===== config.mk =====
export PLATFORM = sky130hd
export DESIGN_NAME = ushift_reg
export DESIGN_NICKNAME = d
export VERILOG_FILES = /design/src/rtl/ushift_pkg.sv /design/src/rtl/ushift_cell.sv /design/src/rtl/ushift_bank.sv /design/src/rtl/ushift_reg.sv
export SDC_FILE = /design/constraint.sdc
export NUM_CORES = 1
export LEC_CHECK = 0
export ABC_AREA = 1
export CORE_AREA = 2 2 39 41
export CTS_BUF_LIST = sky130_fd_sc_hd__clkbuf_4
export CTS_CLUSTER_SIZE = 25
export DETAILED_ROUTE_END_ITERATION = 8
export DIE_AREA = 0 0 41 43
export GPL_TIMING_DRIVEN = 0
export PLACE_DENSITY_LB_ADDON = 0.2
export SLEW_MARGIN = 20
export SYNTH_ARGS = -nofsm -noshare
export SYNTH_HDL_FRONTEND = slang
export SYNTH_SLANG_ARGS = --single-unit

===== constraint.sdc =====
create_clock -name clk -period 1.1 [get_ports clk]
set_input_delay 0.22 -clock clk [delete_from_list [all_inputs] [get_ports clk]]
set_output_delay 0.22 -clock clk [all_outputs]
set_load 0.005 [all_outputs]

===== src/rtl/ushift_pkg.sv =====
package ushift_pkg;
  typedef enum logic [1:0] {
    MODE_HOLD = 2'b00,
    MODE_LOAD = 2'b01,
    MODE_UP   = 2'b10,
    MODE_DOWN = 2'b11
  } mode_e;
endpackage


===== src/rtl/ushift_cell.sv =====
// Next-state selector for one register bit.
module ushift_cell
  import ushift_pkg::*;
(
  input  mode_e mode,
  input  logic  cur,
  input  logic  par,
  input  logic  from_lo,
  input  logic  from_hi,
  output logic  nxt
);
  always_comb begin
    case (mode)
      MODE_HOLD: nxt = cur;
      MODE_LOAD: nxt = par;
      MODE_UP:   nxt = from_lo;
      MODE_DOWN: nxt = from_hi;
      default:   nxt = cur;
    endcase
  end
endmodule


===== src/rtl/ushift_bank.sv =====
// Storage flops with asynchronous reset and synchronous clear.
module ushift_bank #(
  parameter int W = 4
) (
  input  logic         clk,
  input  logic         rst_n,
  input  logic         clr,
  input  logic [W-1:0] d,
  output logic [W-1:0] q
);
  always_ff @(posedge clk or negedge rst_n) begin
    if (!rst_n)   q <= '0;
    else if (clr) q <= '0;
    else          q <= d;
  end
endmodule


===== src/rtl/ushift_reg.sv =====
module ushift_reg
  import ushift_pkg::*;
#(
  parameter int W = 4
) (
  input  logic         clk,
  input  logic         rst_n,
  input  logic         clr,
  input  logic [1:0]   mode,
  input  logic [W-1:0] par_in,
  input  logic         fill_up,
  input  logic         fill_dn,
  output logic [W-1:0] q,
  output logic         msb_out,
  output logic         lsb_out
);
  localparam int TOP = W - 1;

  mode_e        mode_sel;
  logic [W-1:0] lo_src;
  logic [W-1:0] hi_src;
  logic [W-1:0] next_q;

  assign mode_sel = mode_e'(mode);

  for (genvar i = 0; i < W; i++) begin : g_bit
    if (i == 0) begin : g_lo_edge
      assign lo_src[i] = fill_up;
    end else begin : g_lo_mid
      assign lo_src[i] = q[i-1];
    end
    if (i == TOP) begin : g_hi_edge
      assign hi_src[i] = fill_dn;
    end else begin : g_hi_mid
      assign hi_src[i] = q[i+1];
    end
    ushift_cell u_cell (
      .mode    (mode_sel),
      .cur     (q[i]),
      .par     (par_in[i]),
      .from_lo (lo_src[i]),
      .from_hi (hi_src[i]),
      .nxt     (next_q[i])
    );
  end

  ushift_bank #(.W(W)) u_bank (
    .clk   (clk),
    .rst_n (rst_n),
    .clr   (clr),
    .d     (next_q),
    .q     (q)
  );

  assign msb_out = q[TOP];
  assign lsb_out = q[0];
endmodule


## Yosys cells after proc, flatten, opt, wreduce, memory -nomap -nowiden

Cells that the tools add are included.

- Register bits after elaboration: 4
- Latch bits: 0
- Memory bits (writable): 0
- Memory bits (read-only): 0
- Input bits: 11
- Output and inout bits: 6
- Memories: 0

- $add $sub $neg: 0
- Multiply operators: 0
- Divide/modulo/power cells: 0
- Magnitude comparators: 0
- Equality and inequality tests: 4
- Shift-type cells: 0
- Multiplexer cells: 5
- Bitwise gates (word level): 0
- Reduce and logical (&&, ||, !) cells: 1

Operators by type and width:

| cell | number |
|---|---|
| $pmux W1 S3 | 4 |
| $eq A2 B2 Y1 const B | 2 |
| $mux W4 | 1 |
| $eq A2 B1 Y1 const B | 1 |
| $logic_not A2 Y1 | 1 |
| $ne A2 B2 Y1 const B | 1 |

## Depth between registers and ports, before layout

Gate-level depths: netlist of the first run.

- Word-level depth: 3
- Mapped depth: 6
- Depth with buffers taken out: 5

## Cells and area by module

From an unflattened synthesis of the first run, not the netlist that was laid out.

- Cell total of the unflattened synthesis: 66
- Area, all modules: 350.3 um^2

By module, submodules not included:

| module | instances | cells an instance | area an instance (um^2) | sequential area each (um^2) |
|---|---|---|---|---|
| ushift_cell | 4 | 13 | 51.3 | 0.0 |
| ushift_bank | 1 | 12 | 130.1 | 100.1 |
| ushift_reg | 1 | 2 | 15.0 | 0.0 |

## Worst setup path after synthesis of the first run

OpenSTA, ideal clock, no wires.

- Kind: input -> register
- Start point: input port mode[1]
- End point: register u_bank.q[0]
- Setup time: 65 ps
- Arrival: 719 ps
- Required time: 1035 ps
- Setup slack: 316 ps
- Stages: 5
- Cell sequence: buf_4 inv_1 a21oi_2 nand2_1 nand2_1

- Word-level cells in the longest chain between the ends: 3

Ends and longest elaborated chain:

| item | line | RTL |
|---|---|---|
| start, declared | ushift_reg.sv:9 | `input logic [1:0] mode,` |
| $eq A2 B2 Y1 or $eq A2 B1 Y1 (tied branches) | ushift_cell.sv:13 | `case (mode)` |
| $pmux W1 S3 | ushift_cell.sv:13 |  |
| $mux W4 | ushift_bank.sv:13 | `else if (clr) q <= '0;` |
| end signal, assigned | ushift_bank.sv:12 | `if (!rst_n) q <= '0;` |
| end signal, assigned | ushift_bank.sv:13 |  |
| end signal, assigned | ushift_bank.sv:14 | `else q <= d;` |
| end, declared | ushift_bank.sv:9 | `output logic [W-1:0] q` |

Several ways; a longest one is shown, not always the timed one.
A chain may end at the register's enable or synchronous reset.

## Worst setup path after layout of the first run

- Start point: register u_bank.q[0]
- End point: output port q[0]

RTL lines:

| item | line | RTL |
|---|---|---|
| end, declared | ushift_reg.sv:13 | `output logic [W-1:0] q,` |

No word-level cell between the ends.

==> metrics.cfg, run 1 <==
[timing]
finalHoldViolations = 0
period_needed_ns = 1.081
relSlewSlack_pct = 82.30
setup_violations = 0
fin_crit_sh_pct = 98.30
final.setup.tns_ns = 0
hold_ws_ns = 0.1914
clock_skew_ns = 0.003184
fmax_mhz = 924.8
worst_pin_slew_ns = 0.2641
rsz0062_at_grt = true
maxSlewViolCount = 0

[floorplan]
design.portCount = 17
core_area_um2 = 1384
die_h_um = 43
die_w_um = 41
rows = 14
dieArea_um2 = 1763
start_util_pct = 20.52

[finish]
largest_reg_flops = 4
final_cell_mix = nand2_1 (16), nand3_1 (12), buf_4 (8), clkdlybuf4s50_1 (8), dfrtp_1 (4)
area.growth.synth_to_final_pct = 72.69
regArea_um2 = 100.1
drive_gt1_share_pct = 29.03
largestRegisters = u_bank.q x4
multiInputGateArea_um2 = 138.9
top_register = u_bank.q
fin_nets = 75
layout_commonest_cell = nand2_1
diodes = 0
design_area_um2 = 490.5
fin_cells = 78
nFillCells = 167

[global_route]
grt_pass1_wl_um = 1283
gr-total-overflow = 0
grt_start_max_net_pins = 11
grt_pass1_vias = 318
antenna_found_initial = 0
grt_usage_pct = 11.17

[drt]
wirelength_um = 721
postRouteAntennaNets = 0
first_pass_iters = 4
num_vias = 334
drc = 0
via_per_inst = 4.282
wire_per_inst_um = 9.244
dr.first_iter.drc_count = 7

[power]
vdd.ir_drop.worst_mv = 0.6304
power_leakage_nw = 0.2557
powerDensity_nw_per_um2 = 969.5

[yosys]
synth_cells = 41
ys_seq_area_share_pct = 35.24
yosysUniqueCellTypes = 8
syn_nets = 52
yosys_warnings = 0
syn_avg_cell_area_um2 = 6.927
ys_ff_latch = 4
synth_area_um2 = 284.0

[clock_tree]
cts_tree = done
root_buffer = clkbuf_4
path_clk_slew_ns = 0.04
clock-sinks = 4
cts_hold_buf = 0
insertion_delay_ns = 0.23
cts_buffers = 3
clockBufferDepth = 2
cts_htree_levels = 1

[outcome]
status = completed

[setup_path]
rr_startpoint = u_bank.q[2]$_DFFE_PN0P_
rr_endpoint = u_bank.q[1]$_DFFE_PN0P_
crit_start = u_bank.q[0]$_DFFE_PN0P_
crit_arrival_ns = 0.86
reg2reg_depth = 6
cp-end-kind = primary output
required_ns = 0.88
critPathMaxFanout = 4
startpoint_type = flip-flop
path_class = reg2out
regToRegSetupSlack_ns = 0.11

[place]
gp_congestion = 0.7392
io_buffers = 15
post-dp-hpwl_um = 543.5
dpl.cell_count = 72
dpl-instance-area_um2 = 454.2

[flow_run]
maxCapViolations = 0

[min_path]
hp-class = in2async

==> through the flow <==
step           total power, mW  worst slack (ns)  util (%)
2_1_floorplan           0.2176            0.3163         -
3_3_place_gp            0.2925           -0.2559     32.82
3_5_place_dp            0.2921           -0.2506     32.82
4_1_cts                 0.4846          0.005239     35.99
5_1_grt                 0.5108          -0.02793     35.44
6_report                0.4755           0.01867     35.44
==> synthesized netlist by cell type, drive strengths merged <==
cell   number  share of area (%)
nor3        1                3.5
buf         5                 13
nand2      16                 21
dfrtp       4                 35
inv         2                2.6
nand3      12                 21
a21oi       1                3.1
==> critical path, stage by stage, from the launching register on <==
cell and delay, ns:
dfrtp_1 0.40, buf_6 0.13, buf_6 0.10
==> layout make-up <==
cell class                      instances  share of cell area (%)
Buffer                                  3                   5.357
Tap cell                               16                   4.082
Timing Repair Buffer                   20                   35.71
Multi-Input combinational cell         30                   28.32
Inverter                                2                   1.531
Sequential cell                         4                   20.41
Clock buffer                            3                   4.592
==> power by group <==
| part | total, mW | leakage [nW] | switching (mW) | internal (mW) |
|---|---|---|---|---|
| combinational | 0.129 | 0.188 | 0.0505 | 0.0781 |
| sequential | 0.164 | 0.0536 | 0.00678 | 0.157 |
| clock | 0.183 | 0.0138 | 0.0610 | 0.122 |
==> layer usage <==
metal / wire length [µm] / track usage (%) / part of all wire (%) / up-vias
met3: 47 / 7.853 / 6.5 / 0
met2: 339 / 14.69 / 47 / 9
met4: 0 / 4.000 / 0 / 0
met1: 334 / 13.92 / 46 / 152
met5: 0 / 0 / 0 / -
li1: - / - / - / 173
==> cells by family (layout without fill, tap and decap cells) <==
kind of cell,after synthesis,count (layout),share of synthesized area (%)
AND/OR/NAND/NOR,29,29,45.82
buffers and inverters,7,28,15.86
AO/OA/AOI/OAI,1,1,3.084
flip-flops,4,4,35.24
==> worst max path at each step <==
stage                              endpoint  depth (start not counted)
floorplan           u_bank.q[0]$_DFFE_PN0P_                          5
global placement    u_bank.q[3]$_DFFE_PN0P_                          5
detailed placement  u_bank.q[1]$_DFFE_PN0P_                          5
CTS                                    q[0]                          2
global route                           q[0]                          2
finish                                 q[0]                          2
==> what timing repair did <==
action,in CTS,in global routing
gates resized for setup,22,0
setup endpoints to repair,10,4
buffers inserted,4,1
pin swaps,0,0
Power figures use the tool's default switching activity.
==> inputs of run 2 (changes only) <==
Settings changed: CORE_AREA 2 2 39 41 to 3 3 40 42, DIE_AREA 0 0 41 43 to 0 0 43 45.
==> metrics.cfg, run 2 (synthesis results as in run 1) <==
[global_route]
grt_pass1_vias = 312  ; -1.9%
antenna_found_initial = 0  ; unchanged
grt_start_max_net_pins = 11  ; unchanged
grt_pass1_wl_um = 1469  ; +14%
grt_usage_pct = 11.18  ; about the same
gr-total-overflow = 0  ; unchanged

[power]
sw_frac_of_total_pct = 27.74  ; +2.9 points
p_int_mw = 0.3613  ; +1.1%
pwr-share-comb_pct = 26.7  ; -0.3 points
total_power_mw = 0.5001  ; +5.2%
power_leakage_nw = 0.2652  ; +3.7%
powerDensity_nw_per_um2 = 1014  ; +4.6%
p_seq_share_pct = 32.9  ; -1.6 points
clock_power_share_pct = 40.4  ; +1.9 points
power.switching_mw = 0.1387  ; +17%
vdd.ir_drop.worst_mv = 0.5937  ; -5.8%

[finish]
top_register = u_bank.q
drive_gt1_share_pct = 32.26  ; +3.2 points
area.growth.synth_to_final_pct = 73.57
largest_reg_flops = 4  ; unchanged
diodes = 0  ; unchanged
fin_cells = 77  ; -1.3%
fin_nets = 75  ; unchanged
layout_commonest_cell = nand2_1
largestRegisters = u_bank.q x4
design_area_um2 = 493.0  ; +0.51%
final_cell_mix = nand2_1 (16), nand3_1 (12), clkdlybuf4s50_1 (8), buf_4 (7)

[setup_path]
crit_family = flip-flops
path_cells = buf_6, buf_6
cpMostUsedCell = buf_6
critPathMaxFanout = 3  ; -1
required_ns = 0.88  ; about the same
cp-end-kind = primary output
path_class = reg2out
critical-path-max-stage-delay_ns = 0.40  ; about the same
crit_arrival_ns = 0.88  ; +0.02 ns
cp_num_buf_inv = 2  ; unchanged
startpoint_type = flip-flop
cp_slowest_cell = dfrtp_1

[timing]
setup_violations = 0  ; unchanged
period_needed_ns = 1.095  ; +0.01409 ns
relSlewSlack_pct = 82.33  ; about the same
worst_pin_slew_ns = 0.2646  ; +0.0005095 ns
maxSlewViolCount = 0  ; unchanged
hold_ws_ns = 0.1735  ; -0.01796 ns
rsz0062_at_grt = true
fmax_mhz = 912.9  ; -1.3%
fin_crit_sh_pct = 99.58  ; +1.3 points
finalHoldViolations = 0  ; unchanged
clock_skew_ns = 0.007714  ; +0.004530 ns

[place]
post-dp-hpwl_um = 564.9  ; +3.9%
gp_congestion = 0.7770  ; +5.1%
dpl.cell_count = 71  ; -1.4%
dpl-instance-area_um2 = 452.9  ; -0.28%
io_buffers = 15  ; unchanged

[floorplan]
design.portCount = 17  ; unchanged
core_area_um2 = 1285  ; -7.1%
dieArea_um2 = 1935  ; +9.8%
rows = 13  ; -1
die_h_um = 45  ; +4.7%
start_util_pct = 22.10  ; +1.6 points
die_w_um = 43  ; +4.9%

[drt]
via_per_inst = 4.455  ; +4.0%
drc = 0  ; unchanged
wirelength_um = 822  ; +14%
num_vias = 343  ; +2.7%
dr.first_iter.drc_count = 4  ; -3
postRouteAntennaNets = 0  ; unchanged
wire_per_inst_um = 10.68  ; +15%
first_pass_iters = 2  ; -2

[clock_tree]
cts_htree_levels = 1  ; unchanged
cts_tree = done
insertion_delay_ns = 0.25  ; +0.02 ns
clockBufferDepth = 2  ; unchanged
path_clk_slew_ns = 0.05  ; about the same
cts_buffers = 3  ; unchanged
cts_hold_buf = 0  ; unchanged
root_buffer = clkbuf_4
clock-sinks = 4  ; unchanged

[min_path]
hp-class = in2async

[outcome]
status = completed

[flow_run]
maxCapViolations = 0  ; unchanged

==> run 2: cell count changes in the layout (fill, tap and decap cells not counted), sizes merged <==
cell	delta
clkbuf	+2
clkdlybuf4s15	-2
dlygate4sd2	-1
dlymetal6s2s	+1
==> run 2: final timing paths <==
path | cells after the start | start | slack, ns | end
max in group asynchronous | 1 | rst_n | 0.75 | u_bank.q[2]$_DFFE_PN0P_
worst max register to register | 6 | u_bank.q[1]$_DFFE_PN0P_ | 0.11 | u_bank.q[0]$_DFFE_PN0P_
worst min register to register | 3 | u_bank.q[2]$_DFFE_PN0P_ | 0.63 | u_bank.q[2]$_DFFE_PN0P_
worst min-delay path | 1 | rst_n | 0.17 | u_bank.q[1]$_DFFE_PN0P_
min in group clk | 4 | mode[1] | 0.32 | u_bank.q[3]$_DFFE_PN0P_
worst max-delay path | 2 | u_bank.q[3]$_DFFE_PN0P_ | 0.005 | q[3]
==> run 2: power groups by stage <==
stage | Combinational, mW | Clock (mW) | Sequential [mW]
final | 0.134 | 0.202 | 0.164
after detailed placement | 0.123 | 0 | 0.170
after global placement | 0.123 | 0 | 0.171
after floorplan | 0.0504 | 0 | 0.167
after global routing | 0.148 | 0.222 | 0.166
after CTS | 0.135 | 0.206 | 0.164
==> run 2: stage by stage <==
| step | TNS (ns) | setup slack [ns] | utilization (%) |
|---|---|---|---|
| floorplan | 0 | 0.3163 | - |
| global placement | -1.541 | -0.2637 | 35.25 |
| detailed placement | -1.428 | -0.2581 | 35.25 |
| CTS | -0.01414 | -0.007022 | 38.75 |
| global route | -0.06298 | -0.04385 | 38.36 |
| finish | 0 | 0.004580 | 38.36 |
==> run 2: area by class of cell <==
cell class / instances / area [µm²]
fill: 159 / 792.0
inverter: 2 / 7.507
timing repair buffer: 20 / 175.2
tap: 15 / 18.77
buffer: 3 / 30.03
clock buffer: 3 / 22.52
sequential: 4 / 100.1
multi-input combinational: 30 / 138.9
==> run 2: timing repair <==
item / 4_1_cts / 5_1_grt
pin swaps: 0 / 0
gates resized for setup: 21 / 5
buffers inserted: 4 / 1
endpoints found under the setup margin: 6 / 10
==> run 2: metal layers <==
metal | routed length [µm] | GRT usage (%) | up-vias
li1 | - | - | 173
met1 | 364 | 13.56 | 149
met2 | 331 | 13.77 | 17
met3 | 100 | 7.968 | 4
met4 | 25 | 7.229 | 0
met5 | 0 | 0 | -
==> inputs of run 3 (changes only) <==
Settings changed: PLACE_DENSITY set to 0.63, PLACE_DENSITY_LB_ADDON 0.2 to not set.
==> metrics.cfg, run 3 (synthesis results as in run 1) <==
[outcome]
status = completed

[place]
gp_congestion = 0.8008  ; +3.1%
dpl.cell_count = 71  ; unchanged
post-dp-hpwl_um = 579.4  ; +2.6%
dpl-instance-area_um2 = 452.9  ; unchanged
io_buffers = 15  ; unchanged

[finish]
nFillCells = 145  ; -8.8%
design_area_um2 = 493.0  ; unchanged
final_cell_mix = nand2_1 (16), nand3_1 (12), clkdlybuf4s50_1 (8), buf_4 (7)
fin_cells = 77  ; unchanged
largestRegisters = u_bank.q x4
layout_commonest_cell = nand2_1
drive_gt1_share_pct = 32.26  ; unchanged
area.growth.synth_to_final_pct = 73.57  ; unchanged
diodes = 0  ; unchanged
largest_reg_flops = 4  ; unchanged
fin_nets = 75  ; unchanged
top_register = u_bank.q

[global_route]
antenna_found_initial = 0  ; unchanged
grt_pass1_vias = 314  ; +0.64%
grt_start_max_net_pins = 11  ; unchanged
gr-total-overflow = 0  ; unchanged
grt_usage_pct = 8.932  ; -2.2 points
grt_pass1_wl_um = 1248  ; -15%

[drt]
first_pass_iters = 4  ; +2
dr.first_iter.drc_count = 5  ; +1
wire_per_inst_um = 9.662  ; -9.5%
wirelength_um = 744  ; -9.5%
num_vias = 337  ; -1.7%
postRouteAntennaNets = 0  ; unchanged
drc = 0  ; unchanged
via_per_inst = 4.377  ; -1.7%

[setup_path]
crit_family = flip-flops
path_class = reg2out
cp_num_buf_inv = 2  ; unchanged
cp-end-kind = primary output
startpoint_type = flip-flop
regToRegSetupSlack_ns = 0.10  ; about the same
cp_slowest_cell = dfrtp_1
critPathMaxFanout = 3  ; unchanged
crit_arrival_ns = 0.85  ; -0.03 ns
path_cells = buf_6, buf_6
required_ns = 0.88  ; about the same
cpMostUsedCell = buf_6
critical-path-max-stage-delay_ns = 0.39  ; about the same

[min_path]
hp-class = in2async

[timing]
worst_pin_slew_ns = 0.2625  ; -0.002139 ns
finalHoldViolations = 0  ; unchanged
maxSlewViolCount = 0  ; unchanged
relSlewSlack_pct = 82.40  ; about the same
period_needed_ns = 1.070  ; -0.02511 ns
fmax_mhz = 934.3  ; +2.3%
hold_ws_ns = 0.1901  ; +0.01665 ns
rsz0062_at_grt = true
setup_violations = 0  ; unchanged
clock_skew_ns = 0.004017  ; -0.003697 ns
fin_crit_sh_pct = 97.30  ; -2.3 points

[power]
p_int_mw = 0.3602  ; -0.31%
clock_power_share_pct = 37.9  ; -2.5 points
total_power_mw = 0.4766  ; -4.7%
power_leakage_nw = 0.2652  ; unchanged
p_seq_share_pct = 34.4  ; +1.5 points
sw_frac_of_total_pct = 24.43  ; -3.3 points
vdd.ir_drop.worst_mv = 0.6511  ; +9.7%
pwr-share-comb_pct = 27.7  ; +1.0 points
power.switching_mw = 0.1164  ; -16%
powerDensity_nw_per_um2 = 966.9  ; -4.7%

[clock_tree]
cts_tree = done
clockBufferDepth = 2  ; unchanged
cts_htree_levels = 1  ; unchanged
insertion_delay_ns = 0.23  ; -0.02 ns
cts_buffers = 3  ; unchanged
path_clk_slew_ns = 0.04  ; about the same
cts_hold_buf = 0  ; unchanged
clock-sinks = 4  ; unchanged
root_buffer = clkbuf_4

[floorplan]
rows = 13  ; unchanged
die_h_um = 45  ; unchanged
start_util_pct = 22.10  ; unchanged
design.portCount = 17  ; unchanged
core_area_um2 = 1285  ; unchanged
die_w_um = 43  ; unchanged
dieArea_um2 = 1935  ; unchanged

[flow_run]
maxCapViolations = 0  ; unchanged

[run 3: cell counts in the layout (fill, tap and decap cells not counted)]
No cell type changed its count.
[run 3: path summary, 6_finish.rpt]
check,from,endpoint,cells after the start
max in group asynchronous,rst_n,u_bank.q[3]$_DFFE_PN0P_,1
min in group clk,mode[1],u_bank.q[1]$_DFFE_PN0P_,4
hold reg to reg,u_bank.q[2]$_DFFE_PN0P_,u_bank.q[2]$_DFFE_PN0P_,3
setup / recovery,u_bank.q[0]$_DFFE_PN0P_,q[0],2
hold / removal,rst_n,u_bank.q[1]$_DFFE_PN0P_,1
setup reg to reg,u_bank.q[1]$_DFFE_PN0P_,u_bank.q[2]$_DFFE_PN0P_,6
[run 3: worst reg2reg max path: stages (launching register included)]
cell	delay (ns)
dfrtp_1	0.37
buf_4	0.13
buf_4	0.13
nand3_1	0.08
nand3_1	0.07
nand2_1	0.06
nand2_1	0.04
[run 3: per-layer routing]
layer | vias to the layer above | GRT usage (%) | routed length (µm)
met3 | 0 | 6.375 | 70
li1 | 172 | - | -
met1 | 154 | 8.738 | 285
met2 | 11 | 15.57 | 389
met5 | - | 0 | 0
met4 | 0 | 1.807 | 0
[run 3: per-stage QoR]
stage               util (%)  setup WS, ns  TNS (ns)
detailed placement     35.25       -0.2339    -1.405
floorplan                  -        0.3163         0
finish                 38.36       0.02969         0
global placement       35.25       -0.2253    -1.340
CTS                    38.46      0.001761         0
global route           38.36      -0.01871  -0.02979
[run 3: final cells by class]
type / instances / area (µm²) / area share, %
Inverter: 2 / 7.507 / 1.523
Timing Repair Buffer: 20 / 175.2 / 35.53
Sequential cell: 4 / 100.1 / 20.30
Multi-Input combinational cell: 30 / 138.9 / 28.17
Buffer: 3 / 30.03 / 6.091
Tap cell: 15 / 18.77 / 3.807
Clock buffer: 3 / 22.52 / 4.569
[run 3: power groups by stage]
stage	Clock [mW]	Sequential [mW]	Combinational [mW]
global placement	0	0.170	0.121
CTS	0.189	0.164	0.134
finish	0.180	0.164	0.132
detailed placement	0	0.170	0.123
global route	0.202	0.166	0.145
floorplan	0	0.167	0.0504
[run 3: what timing repair did]
action	4_1_cts	5_1_grt
gates cloned	0	0
endpoints found under the setup margin	6	9
resized for setup	20	6
buffers inserted	4	1
hold endpoints to repair	0	0
